$ cat config.mk
export PLATFORM = sky130hd
export DESIGN_NAME = acq_pktz
export DESIGN_NICKNAME = d
export VERILOG_FILES = /design/src/rtl/acq_pktz_pkg.sv /design/src/rtl/acq_pktz_hdr.sv /design/src/rtl/acq_pktz_seq.sv /design/src/rtl/acq_pktz_frame.sv /design/src/rtl/acq_pktz.sv
export SDC_FILE = /design/constraint.sdc
export NUM_CORES = 1
export LEC_CHECK = 0
export BUFFER_PORTS_ARGS = -buffer_cell sky130_fd_sc_hd__buf_4
export CAP_MARGIN = 40
export CORE_ASPECT_RATIO = 1.1
export CORE_MARGIN = 2
export CORE_UTILIZATION = 55
export CTS_BUF_LIST = sky130_fd_sc_hd__clkbuf_4
export CTS_CLUSTER_SIZE = 14
export DETAILED_ROUTE_END_ITERATION = 7
export PLACE_DENSITY = 0.91
export SETUP_SLACK_MARGIN = 0.2
export SLEW_MARGIN = 20
export SYNTH_ARGS = -nofsm -noshare
export SYNTH_HDL_FRONTEND = slang
export SYNTH_SLANG_ARGS = --single-unit
$ cat constraint.sdc
create_clock -name clk -period 7.3 [get_ports clk]
set_input_delay 0.365 -clock clk [delete_from_list [all_inputs] [get_ports clk]]
set_output_delay 0.365 -clock clk [all_outputs]
set_load 0.02 [all_outputs]
$ cat src/rtl/acq_pktz_pkg.sv
package acq_pktz_pkg;
  localparam int WORD_W    = 32;
  localparam int HDR_BEATS = 4;

  typedef enum logic [1:0] {
    HW_TS_LO = 2'd0,
    HW_TS_HI = 2'd1,
    HW_TRIG  = 2'd2,
    HW_SIZE  = 2'd3
  } hdr_word_e;
endpackage

$ cat src/rtl/acq_pktz_hdr.sv
module acq_pktz_hdr
  import acq_pktz_pkg::*;
#(
  parameter int SIZE_W = 32
) (
  input  logic              clk,
  input  logic              rst_n,
  input  logic              load_i,
  input  logic [63:0]       ts_i,
  input  logic [31:0]       trig_cnt_i,
  input  logic [SIZE_W-1:0] size_i,
  input  logic [1:0]        sel_i,
  output logic [WORD_W-1:0] word_o
);
  logic [63:0]       ts_q;
  logic [31:0]       tc_q;
  logic [SIZE_W-1:0] size_q;
  logic [WORD_W-1:0] size_word;
  hdr_word_e         sel;

  always_ff @(posedge clk) begin
    if (!rst_n) begin
      ts_q   <= '0;
      tc_q   <= '0;
      size_q <= '0;
    end else if (load_i) begin
      ts_q   <= ts_i;
      tc_q   <= trig_cnt_i;
      size_q <= size_i;
    end
  end

  generate
    if (SIZE_W == WORD_W) begin : g_full
      assign size_word = size_q;
    end else begin : g_ext
      assign size_word = {{(WORD_W-SIZE_W){1'b0}}, size_q};
    end
  endgenerate

  assign sel = hdr_word_e'(sel_i);

  always_comb begin
    unique case (sel)
      HW_TS_LO: word_o = ts_q[31:0];
      HW_TS_HI: word_o = ts_q[63:32];
      HW_TRIG:  word_o = tc_q;
      default:  word_o = size_word;
    endcase
  end
endmodule

$ cat src/rtl/acq_pktz_seq.sv
module acq_pktz_seq
  import acq_pktz_pkg::*;
#(
  parameter int SIZE_W = 32
) (
  input  logic              clk,
  input  logic              rst_n,
  input  logic              start_i,
  input  logic              mode_trig_i,
  input  logic              hdr_en_i,
  input  logic [SIZE_W-1:0] size_i,
  input  logic              in_valid_i,
  input  logic              out_ready_i,
  output logic              active_o,
  output logic              hdr_phase_o,
  output logic [1:0]        hdr_sel_o,
  output logic              offer_o,
  output logic              beat_o,
  output logic              last_buf_o,
  output logic              err_o
);
  logic              active;
  logic              trig_q;
  logic              hdr_q;
  logic [SIZE_W-1:0] size_q;
  logic [SIZE_W-1:0] wcnt;
  logic              err;
  logic              fault;
  logic              live;

  assign live        = active && !start_i;
  assign hdr_phase_o = active && trig_q && hdr_q && (wcnt < SIZE_W'(HDR_BEATS));
  assign hdr_sel_o   = wcnt[1:0];
  assign offer_o     = live && (hdr_phase_o || in_valid_i);
  assign beat_o      = offer_o && out_ready_i;
  assign last_buf_o  = trig_q && (wcnt == size_q - SIZE_W'(1));
  assign fault       = live && (!out_ready_i || (!hdr_phase_o && !in_valid_i));

  always_ff @(posedge clk) begin
    if (!rst_n) begin
      active <= 1'b0;
      trig_q <= 1'b0;
      hdr_q  <= 1'b0;
      size_q <= '0;
      wcnt   <= '0;
      err    <= 1'b0;
    end else if (start_i) begin
      active <= !(mode_trig_i && (size_i == '0));
      trig_q <= mode_trig_i;
      hdr_q  <= hdr_en_i;
      size_q <= size_i;
      wcnt   <= '0;
      err    <= 1'b0;
    end else if (fault) begin
      active <= 1'b0;
      err    <= 1'b1;
    end else if (beat_o && trig_q) begin
      wcnt <= wcnt + SIZE_W'(1);
      if (last_buf_o) active <= 1'b0;
    end
  end

  assign active_o = active;
  assign err_o    = err;
endmodule

$ cat src/rtl/acq_pktz_frame.sv
module acq_pktz_frame #(
  parameter int FRAME_WORDS = 1024,
  parameter int CNT_W       = 26
) (
  input  logic             clk,
  input  logic             rst_n,
  input  logic             clear_i,
  input  logic             beat_i,
  input  logic             last_buf_i,
  output logic             last_o,
  output logic [CNT_W-1:0] frame_cnt_o,
  output logic             done_o
);
  localparam int POS_W = (FRAME_WORDS > 1) ? $clog2(FRAME_WORDS) : 1;

  logic [POS_W-1:0] fpos;
  logic             frame_end;

  assign frame_end = (fpos == POS_W'(FRAME_WORDS - 1));
  assign last_o    = frame_end || last_buf_i;

  always_ff @(posedge clk) begin
    if (!rst_n || clear_i) begin
      fpos        <= '0;
      frame_cnt_o <= '0;
      done_o      <= 1'b0;
    end else if (beat_i) begin
      if (frame_end) begin
        fpos        <= '0;
        frame_cnt_o <= frame_cnt_o + CNT_W'(1);
        done_o      <= 1'b1;
      end else begin
        fpos <= fpos + POS_W'(1);
      end
    end
  end
endmodule

$ cat src/rtl/acq_pktz.sv
module acq_pktz
  import acq_pktz_pkg::*;
#(
  parameter int SIZE_W      = 32,
  parameter int FRAME_BYTES = 4096,
  parameter int CNT_W       = 26
) (
  input  logic              clk,
  input  logic              rst_n,
  input  logic              start_i,
  input  logic              mode_trig_i,
  input  logic              hdr_en_i,
  input  logic [SIZE_W-1:0] buf_words_i,
  input  logic [63:0]       ts_i,
  input  logic [31:0]       trig_cnt_i,
  input  logic [31:0]       in_data_i,
  input  logic              in_valid_i,
  output logic [31:0]       out_data_o,
  output logic              out_valid_o,
  input  logic              out_ready_i,
  output logic              out_last_o,
  output logic              stat_frame_done_o,
  output logic              stat_ready_o,
  output logic              stat_ovf_o,
  output logic              stat_err_o,
  output logic              stat_in_valid_o,
  output logic              stat_enabled_o,
  output logic [CNT_W-1:0]  frame_cnt_o
);
  localparam int FRAME_WORDS = FRAME_BYTES / (WORD_W / 8);

  logic              active;
  logic              hdr_phase;
  logic [1:0]        hdr_sel;
  logic              offer;
  logic              beat;
  logic              last_buf;
  logic              err;
  logic              frame_last;
  logic [WORD_W-1:0] hdr_word;

  acq_pktz_seq #(.SIZE_W(SIZE_W)) u_seq (
    .clk         (clk),
    .rst_n       (rst_n),
    .start_i     (start_i),
    .mode_trig_i (mode_trig_i),
    .hdr_en_i    (hdr_en_i),
    .size_i      (buf_words_i),
    .in_valid_i  (in_valid_i),
    .out_ready_i (out_ready_i),
    .active_o    (active),
    .hdr_phase_o (hdr_phase),
    .hdr_sel_o   (hdr_sel),
    .offer_o     (offer),
    .beat_o      (beat),
    .last_buf_o  (last_buf),
    .err_o       (err)
  );

  acq_pktz_hdr #(.SIZE_W(SIZE_W)) u_hdr (
    .clk        (clk),
    .rst_n      (rst_n),
    .load_i     (start_i),
    .ts_i       (ts_i),
    .trig_cnt_i (trig_cnt_i),
    .size_i     (buf_words_i),
    .sel_i      (hdr_sel),
    .word_o     (hdr_word)
  );

  acq_pktz_frame #(.FRAME_WORDS(FRAME_WORDS), .CNT_W(CNT_W)) u_frame (
    .clk         (clk),
    .rst_n       (rst_n),
    .clear_i     (start_i),
    .beat_i      (beat),
    .last_buf_i  (last_buf),
    .last_o      (frame_last),
    .frame_cnt_o (frame_cnt_o),
    .done_o      (stat_frame_done_o)
  );

  assign out_data_o      = hdr_phase ? hdr_word : in_data_i;
  assign out_valid_o     = offer;
  assign out_last_o      = offer && frame_last;
  assign stat_ready_o    = out_ready_i;
  assign stat_ovf_o      = 1'b0;
  assign stat_err_o      = err;
  assign stat_in_valid_o = in_valid_i;
  assign stat_enabled_o  = active;
endmodule

---- Yosys cells after proc, flatten, opt, wreduce, memory -nomap -nowiden ----
Index checks and enable logic that the tools add are counted.
operators by class
  add/subtract/negate cells ............... 4
  order comparisons ....................... 1
  equal/unequal tests ..................... 4
  multiplexer cells ....................... 7
  bitwise gates (word level) .............. 2
  reductions and logical operators ........ 30
operators by type and width
  operator               count
  $pmux 32 s3            1
  $add 32x1->32 const B  1
  $eq 32x32->1           1
  $logic_not 32->1       1
  $lt 32x3->1 const B    1
  $mux 32                1
  $sub 32x1->32 const B  1
  $add 26x1->26 const B  1
  $logic_and 1x1->1      12
  $add 10x1->10 const B  1
  $eq 10x10->1 const B   1
  $mux 10                1
  $logic_not 1->1        6
  $reduce_and 2->1       3
  $reduce_bool 3->1      2
  $logic_or 1x1->1       4
  $mux 1                 4
  $eq 2x1->1 const B     1
  $eq 2x2->1 const B     1
  $logic_not 2->1        1
  $not 1->1              2
  $reduce_or 2->1        1
word-level totals
  flip-flop bits (word level) ............. 201

---- Logic depth before layout (Yosys ltp) ----
Gate-level depths: netlist of the first run.
  depth after elaboration ................. 10
  gate-level depth with buffers ........... 13
  mapped depth without buffers ............ 10

---- By module ----
A second synthesis of the first run with hierarchy kept.
second synthesis, totals
  cells, all modules ...................... 1230
  area total of the unflattened synthesis .. 12439.4 um^2
by module, submodules not included
  module          instances  cells an instance  area an instance (um^2)  seq. area each (um^2)
  acq_pktz_hdr    1          452                5640.4                   2562.5
  acq_pktz_seq    1          528                4423.0                   1361.3
  acq_pktz_frame  1          209                1799.2                   740.7
  acq_pktz        1          41                 576.8                    0.0

---- Worst setup path before layout of the first run ----
No wires, ideal clock.
  path type ............................... register to output
  start point ............................. register u_seq.size_q[0]
  end point ............................... output out_last_o
  arrival ................................. 2.922 ns
  data required time ...................... 6.935 ns
  path slack .............................. 4.013 ns
  cell stages (with the launch flop) ...... 14
  path buffers ............................ 3
  cells stage by stage .................... dfxtp_1 > clkbuf_1 > inv_1 > ha_1 > buf_2 > or4b_1 > buf_2 > nor4_4 > xnor2_1 > a2111oi_2 > nand4b_1 > nor4_2 > nand2_1 > a21boi_1
on the way
  cells in the longest elaborated chain, start to end .. 5
ends and longest elaborated chain
  element                 RTL line              source
  from (decl)             acq_pktz_seq.sv:25    logic [SIZE_W-1:0] size_q;
  from (signal assigned)  acq_pktz_seq.sv:51    size_q <= size_i;
  $sub 32x1->32           acq_pktz_seq.sv:36    assign last_buf_o = trig_q && (wcnt == size_q - SIZE_W'(1));
  $eq 32x32->1            acq_pktz_seq.sv:36
  $logic_and 1x1->1       acq_pktz_seq.sv:36
  $logic_or 1x1->1        acq_pktz_frame.sv:20  assign last_o = frame_end || last_buf_i;
  $logic_and 1x1->1       acq_pktz.sv:84        assign out_last_o = offer && frame_last;
  to (decl)               acq_pktz.sv:21        output logic out_last_o,
No other way between the ends.

---- Worst setup path in the final report of the first run ----
  start point ............................. register u_seq.size_q[1]
  end point ............................... output out_last_o
The elaborated chain is that of the path after synthesis.

==> metrics, run 1 <==
min-delay src ts_i[28]; gp weighted congestion 0.952; # fillers ~1100; CP Launch Type register; post-synthesis sequential area ratio 0.390; leakage 0.00592 uW; Gate Count Post-Synth 1169; hpwl dp around 21 mm; Worst Hold Class input port to register; Synth cell types 66; clk buf depth 3; R2R Path Start u_seq.size_q[1]; number of global-route vias before repair 11300; Critical Path AT about 4100 ps; DRT antenna net count 0; ratio of final minimum period to clock period 0.614; Crit. End Element output port; Die H around 150 um; worst-path fanout max 8; largest net degree at the start of global routing 86; GRT Total Usage 0.372; synthesis warning total 0; kind of critical path register to output port; Initial Util 0.561; H-tree depth 2; unrepaired setup endpoints after global routing no; Primary FF master, synth dfxtp_1; Area Overhead vs Synth 34.3%; average footprint of a synthesized cell slightly below 9 um2; Multi-input gate area 5930 um2; maximum vdd ir drop 132 uV; CORE AREA about 18000 um2; Max Slew Vio Count 0; first-pass GRT wire length about 60 mm; Die W 135 um; CP Data Required Time 6930 ps; initial DRC count 1568; R2R cell count 10; Mapped Area between 10000 and 15000 um2; # setup viols final 0; share of flip-flops with an asynchronous set or reset 0; Post-synth EDFFs 0; fin crit period roughly 4500 ps; grt total ovfl 0; leading area contributor after synthesis dfxtp_1; fmax about 0.22 GHz; worst hold path endpoint u_hdr.ts_q[28]; Critical R2R Capture u_seq.active_o; syn_nets 1343; Vias per Instance around 6.2; CTS tree built; final wirelength approximately 38 mm; root buffer cell clkbuf_4; top cells by area, synth dfxtp_1 39%, mux2i_1 13%, nor2b_1 8.1%; share of layout cells above drive strength 1 0.214; die area 19900 um2; register area a little over 4000 um2; final net count between 1500 and 2000; PwrDens between 150 and 200 nW/um2; Clock Skew just under 90 ps; status finished clean; postcts setup bufs 0; Worst Setup SP u_seq.size_q[1]; Final Power between 2000 and 3000 uW; antenna violations before repair 4; worst slew pin tran roughly 1000 ps; first-pass iteration count of the detailed router 8; Rows 52; routed vias about 11000; hold path depth 3; post-synth top area share 0.390; Remaining DRCs 0; Max Cap Viol 0; clock latency on the worst-skew pair around 680 ps; CTS Hold Bufs between 100 and 150; Reg clk slew, reported paths approximately 80 ps; #FFs+latches synth around 200; PortBufs 231; relative max-transition margin 0.312; drt wl/cell roughly 21 um; clock sinks around 200; I/O pin cnt roughly 230; Num CTS Buffers 51; final hold vios 0; cts repair resizes 0; post-route setup TNS 0 ps; internal reg-to-reg setup slack 3880 ps
==> how the worst max path moves through the flow <==
stage / endpoint / cells past startpoint
after floorplan: out_last_o / 13
after global placement: out_last_o / 11
after detailed placement: out_last_o / 11
after CTS: out_last_o / 11
after global routing: out_last_o / 11
final: out_last_o / 11
==> synth_stat cells (all sizes together) (3+ instances only) <==
cell type,n
nor3,22
mux2i,132
a222oi,32
inv,10
clkbuf,56
nand2,72
and3,19
a21oi,49
nand4b,3
or3,16
dfxtp,201
buf,26
o21ai,38
and4,4
xnor2,45
xor2,52
nor4,22
nand3,32
a31oi,3
nand2b,5
nor2b,133
or4,6
ha,7
nor2,116
nand4,25
==> cell type report <==
| cell class | count | area share |
|---|---|---|
| repair buffers | 355 | 0.215 |
| well taps | 243 | 0.0219 |
| multi-input cells | 876 | 0.428 |
| diodes | 4 | 0.000722 |
| inverters | 10 | 0.00271 |
| clock inverters | 17 | 0.00496 |
| clock buffers | 67 | 0.0363 |
| flip-flops and latches | 201 | 0.290 |
==> sequential cells by signal, summed over array words and instances, names as in the netlist, 10 cells and up <==
| name | count |
|---|---|
| u_frame.fpos | 10 |
| u_hdr.ts_q | 64 |
| u_seq.wcnt | 32 |
| u_seq.size_q | 32 |
| u_hdr.tc_q | 32 |
| u_frame.frame_cnt_o | 26 |
==> where the power goes <==
group / total (uW) / leakage [uW] / internal, uW / switching [uW]
clock: 909 / 0.000337 / 425 / 484
sequential: 1190 / 0.00165 / 1140 / 51.2
combinational: 409 / 0.00394 / 216 / 193
total: 2510 / 0.00592 / 1780 / 729
==> worst max-delay path: stages (launching register included) <==
cell       delay, ps
dfxtp_1          390
inv_1             90
ha_1             330
or4b_1           690
nor4_4           370
xnor2_1          170
a2111oi_2        370
nand4b_1         180
nor4_2           360
nand2_1          100
a21boi_1         220
buf_4            180
==> routing by layer <==
metal	part of all wire	global-route usage
met2	0.48	0.634
met1	0.34	0.405
met4	0.077	0.266
met3	0.10	0.0864
met5	0	0
==> through the flow <==
| step | util | hold slack [ps] | setup slack, ps | std cells | area, um2 |
|---|---|---|---|---|---|
| floorplan | - | 467 | 4010 | 1169 | 10300 |
| global placement | 0.656 | 476 | 3590 | 1568 | 12100 |
| detailed placement | 0.659 | 492 | 3530 | 1570 | 12100 |
| CTS | 0.752 | 2.53 | 2820 | 1768 | 13800 |
| global route | 0.753 | 30.3 | 2640 | 1772 | 13900 |
| finish | 0.753 | 28.4 | 2820 | 1773 | 13900 |
==> cell families after synthesis <==
logic type | count (synthesis) | synth area share
DFF | 201 | 0.390
other | 1 | 0.000363
buffers and inverters | 92 | 0.0360
and+or+nand+nor | 490 | 0.254
adders and majority gates | 7 | 0.00849
AOI/OAI and AO/OA | 147 | 0.0976
xor gates and xnor gates | 98 | 0.0845
muxes | 133 | 0.129
==> cells in the final DEF (no fill, tap or decap), types with 3 or more instances in the layout <==
cell type	Yosys	layout
nand4_1	25	25
nand2_1	72	72
mux2i_1	132	132
and4_1	4	4
a222oi_1	32	32
a21oi_1	49	49
nand3_1	32	32
nor4_1	19	19
dlygate4sd3_1	0	114
xnor2_1	45	45
ha_1	7	6
a31oi_1	3	3
buf_4	3	237
nand4b_1	3	3
or4_1	4	3
clkbuf_4	0	67
o21ai_0	38	38
nand2b_1	5	4
dfxtp_1	201	201
clkinv_1	0	16
nor2_1	116	116
inv_1	10	10
and3_1	19	19
xor2_1	52	52
nor3_1	21	21
nor2b_1	133	133
or3_1	15	15
diode_2	0	4
Power figures use the tool's default switching activity.
==> run 2: changes to the inputs <==
- ABC_AREA: not set -> 1
- CORE_UTILIZATION: 55 -> 52
- PLACE_DENSITY: 0.91 -> 0.89
- clock period: 7.3 -> 3.69 ns (I/O delays scaled with it)
==> run 2 against run 1 <==
Net effect: clock skew shrank 64 ps; sequential share of layout area shrank 2.3 points; first-iteration DRC count grew 14%; worst setup slack lost 2400 ps; hold slack gained 8.6 ps; utilization shrank 4.3 points; design area grew 8.8%; sequential power grew 97%; critical path type unchanged; critical path depth grew 2; clock-buffer cell count grew 2; area after synthesis grew 8.6%.
==> metrics, run 2 <==
status finished clean; Remaining DRCs 0; unrepaired setup endpoints after global routing no; fin crit period 3280 ps; final net count 2235; CP Data Required Time 3510 ps; first-pass GRT wire length around 70 mm; Reg with most FFs u_hdr.ts_q; final hold vios 0; leakage approximately 0.0064 uW; Switching Share 0.299; post-route setup TNS 0 ps; Max Cap Viol 0; Gate power share 0.173; Clk network pwr share 0.369; Die H 158 um; leading area contributor after synthesis dfxtp_1; placed cell count 2152; commonest cells after routing, fill and taps aside 373 x nand2_1, 335 x nor2_1, 245 x buf_4; R2R Path Start u_seq.size_q[0]; drt wl/cell ~19 um; DRT antenna net count 0; Vias per Instance 5.92; average footprint of a synthesized cell 6.53 um2; fmax between 0.3 and 0.4 GHz; Multi-input gate area 6310 um2; Post-synth EDFFs 0; kind of critical path register to output port; non-filler cells in the finished layout approximately 2400; Area Overhead vs Synth 34.5%; worst-path fanout max 6; Mapped Area approximately 11000 um2; Sw Pwr ~1500 uW; ratio of final minimum period to clock period 0.888; synthesis warning total 0; first-pass iteration count of the detailed router 7; min-delay src rst_n; PwrDens ~340 nW/um2; Pint 3600 uW; Crit. End Element output port; most common cell in the netlist nand2_1; largest net degree at the start of global routing about 100; PortBufs approximately 230; GRT Total Usage 0.380; internal reg-to-reg setup slack about 730 ps; CORE AREA between 20000 and 25000 um2; Sequential Power Share 0.458; final wirelength about 44 mm; Primary FF master, synth dfxtp_1; clock latency on the worst-skew pair 670 ps; worst slew pin tran roughly 880 ps; share of layout cells above drive strength 1 0.178; top cells by count, synth 374 x nand2_1, 336 x nor2_1, 201 x dfxtp_1; antenna violations before repair 1; Critical Path AT between 3000 and 4000 ps; # fillers ~1500; CTS tree built; clk buf depth 3; Gate Count Post-Synth around 1700; Max Slew Vio Count 0; I/O pin cnt 233; register area 4020 um2; Initial Util 0.528; # setup viols final 0; #FFs+latches synth 201; hold path depth 3; hpwl dp about 26 mm; post-synth top area share 0.359; Critical R2R Capture u_seq.active_o; Worst Hold Class input port to register; Min Hold Slack between 30 and 40 ps; worst hold path endpoint u_hdr.ts_q[43]; Clock Skew ~24 ps; number of global-route vias before repair approximately 14000; max reg flops 64; Reg clk slew, reported paths ~80 ps; H-tree depth 2; R2R cell count 14; gp weighted congestion 0.954; maximum vdd ir drop 233 uV; Die W roughly 140 um; initial DRC count between 1500 and 2000; routed vias 14100; relative max-transition margin 0.411; root buffer cell clkbuf_4; syn_nets between 1500 and 2000; Synth cell types 46; most common cell after layout, fill and taps aside nand2_1; Rows between 50 and 60; CP Launch Type register; clock sinks 201; die area 22700 um2; grt total ovfl 0; top cells by area, synth dfxtp_1 36%, nand2_1 13%, nor2_1 11%; Num CTS Buffers 50; share of flip-flops with an asynchronous set or reset 0; post-synthesis sequential area ratio 0.359
run 2: cell types whose count changed in the layout (fill, tap and decap cells not counted), moves of 28 or more:
cell,delta
inv_1,+91
nand2_1,+301
nor2_1,+219
nor2b_1,-133
a222oi_1,-32
xnor2_1,-28
a21oi_1,+67
dlygate4sd3_1,+33
mux2i_1,-132
o21ai_0,+135
a32o_1,+29
run 2: routing by layer:
layer,global-route usage,wire (um),up-vias
li1,-,-,6319
met1,0.437,15900,6352
met2,0.643,20700,1118
met3,0.0796,4460,335
met4,0.235,3310,0
met5,0,0,-
run 2: worst max path at each step:
stage                                from         end  slack [ps]  depth (start not counted)
final                     u_seq.size_q[0]  out_last_o         410                         13
after global routing      u_seq.size_q[9]  out_last_o         200                         14
after CTS                 u_seq.size_q[0]  out_last_o         230                         15
after detailed placement  u_seq.size_q[0]  out_last_o         940                         15
after global placement    u_seq.size_q[0]  out_last_o         950                         15
after floorplan           u_seq.size_q[0]  out_last_o        1580                         14
run 2: per-stage QoR:
stage                     instance area (um2)  utilization  worst slack [ps]  power, uW
after floorplan                         11200            -              1580       2760
final                                   15100        0.710               413       5140
after detailed placement                13000        0.612               944       3070
after CTS                               15100        0.709               226       5020
after global routing                    15100        0.710               200       5310
after global placement                  13000        0.610               947       3060
run 2: kinds of logic after synthesis:
logic type,Yosys count,synth area share
AO/OA/AOI/OAI,352,0.177
XOR/XNOR,70,0.0547
adder cells (fa/ha/maj),7,0.00781
buffers and inverters,216,0.0799
flip-flops,201,0.359
other,1,0.000335
AND/OR/NAND/NOR,869,0.321
run 2: area by class of cell:
cell class / instances / share of cell area
antenna: 1 / 0.000166
clock buffer: 69 / 0.0344
clock inverter: 15 / 0.00597
inverter: 115 / 0.0289
multi-input combinational: 1299 / 0.418
sequential: 201 / 0.267
tap: 290 / 0.0241
timing repair buffer: 394 / 0.222
run 2: timing repair:
action	4_1_cts	5_1_grt
resized for setup	0	4
hold buffers	147	0
buffers inserted	0	0
setup endpoints to repair	0	1
hold endpoints to repair	154	0
run 2: power groups by stage:
stage | Combinational (uW) | Clock [uW] | Sequential, uW
global placement | 675 | 0 | 2380
finish | 891 | 1900 | 2350
floorplan | 400 | 0 | 2360
CTS | 813 | 1870 | 2340
detailed placement | 681 | 0 | 2390
global route | 947 | 2010 | 2360
run 2: worst max-delay path, stage by stage (launching register included):
cell,delay (ps)
dfxtp_1,320
inv_2,110
ha_1,260
nand3_1,140
nor2_1,350
nand4_1,210
nand3_1,130
nand2_1,60
nor2_1,140
nand3_1,90
nor2_1,150
nand2_1,150
a21boi_1,160
buf_4,160
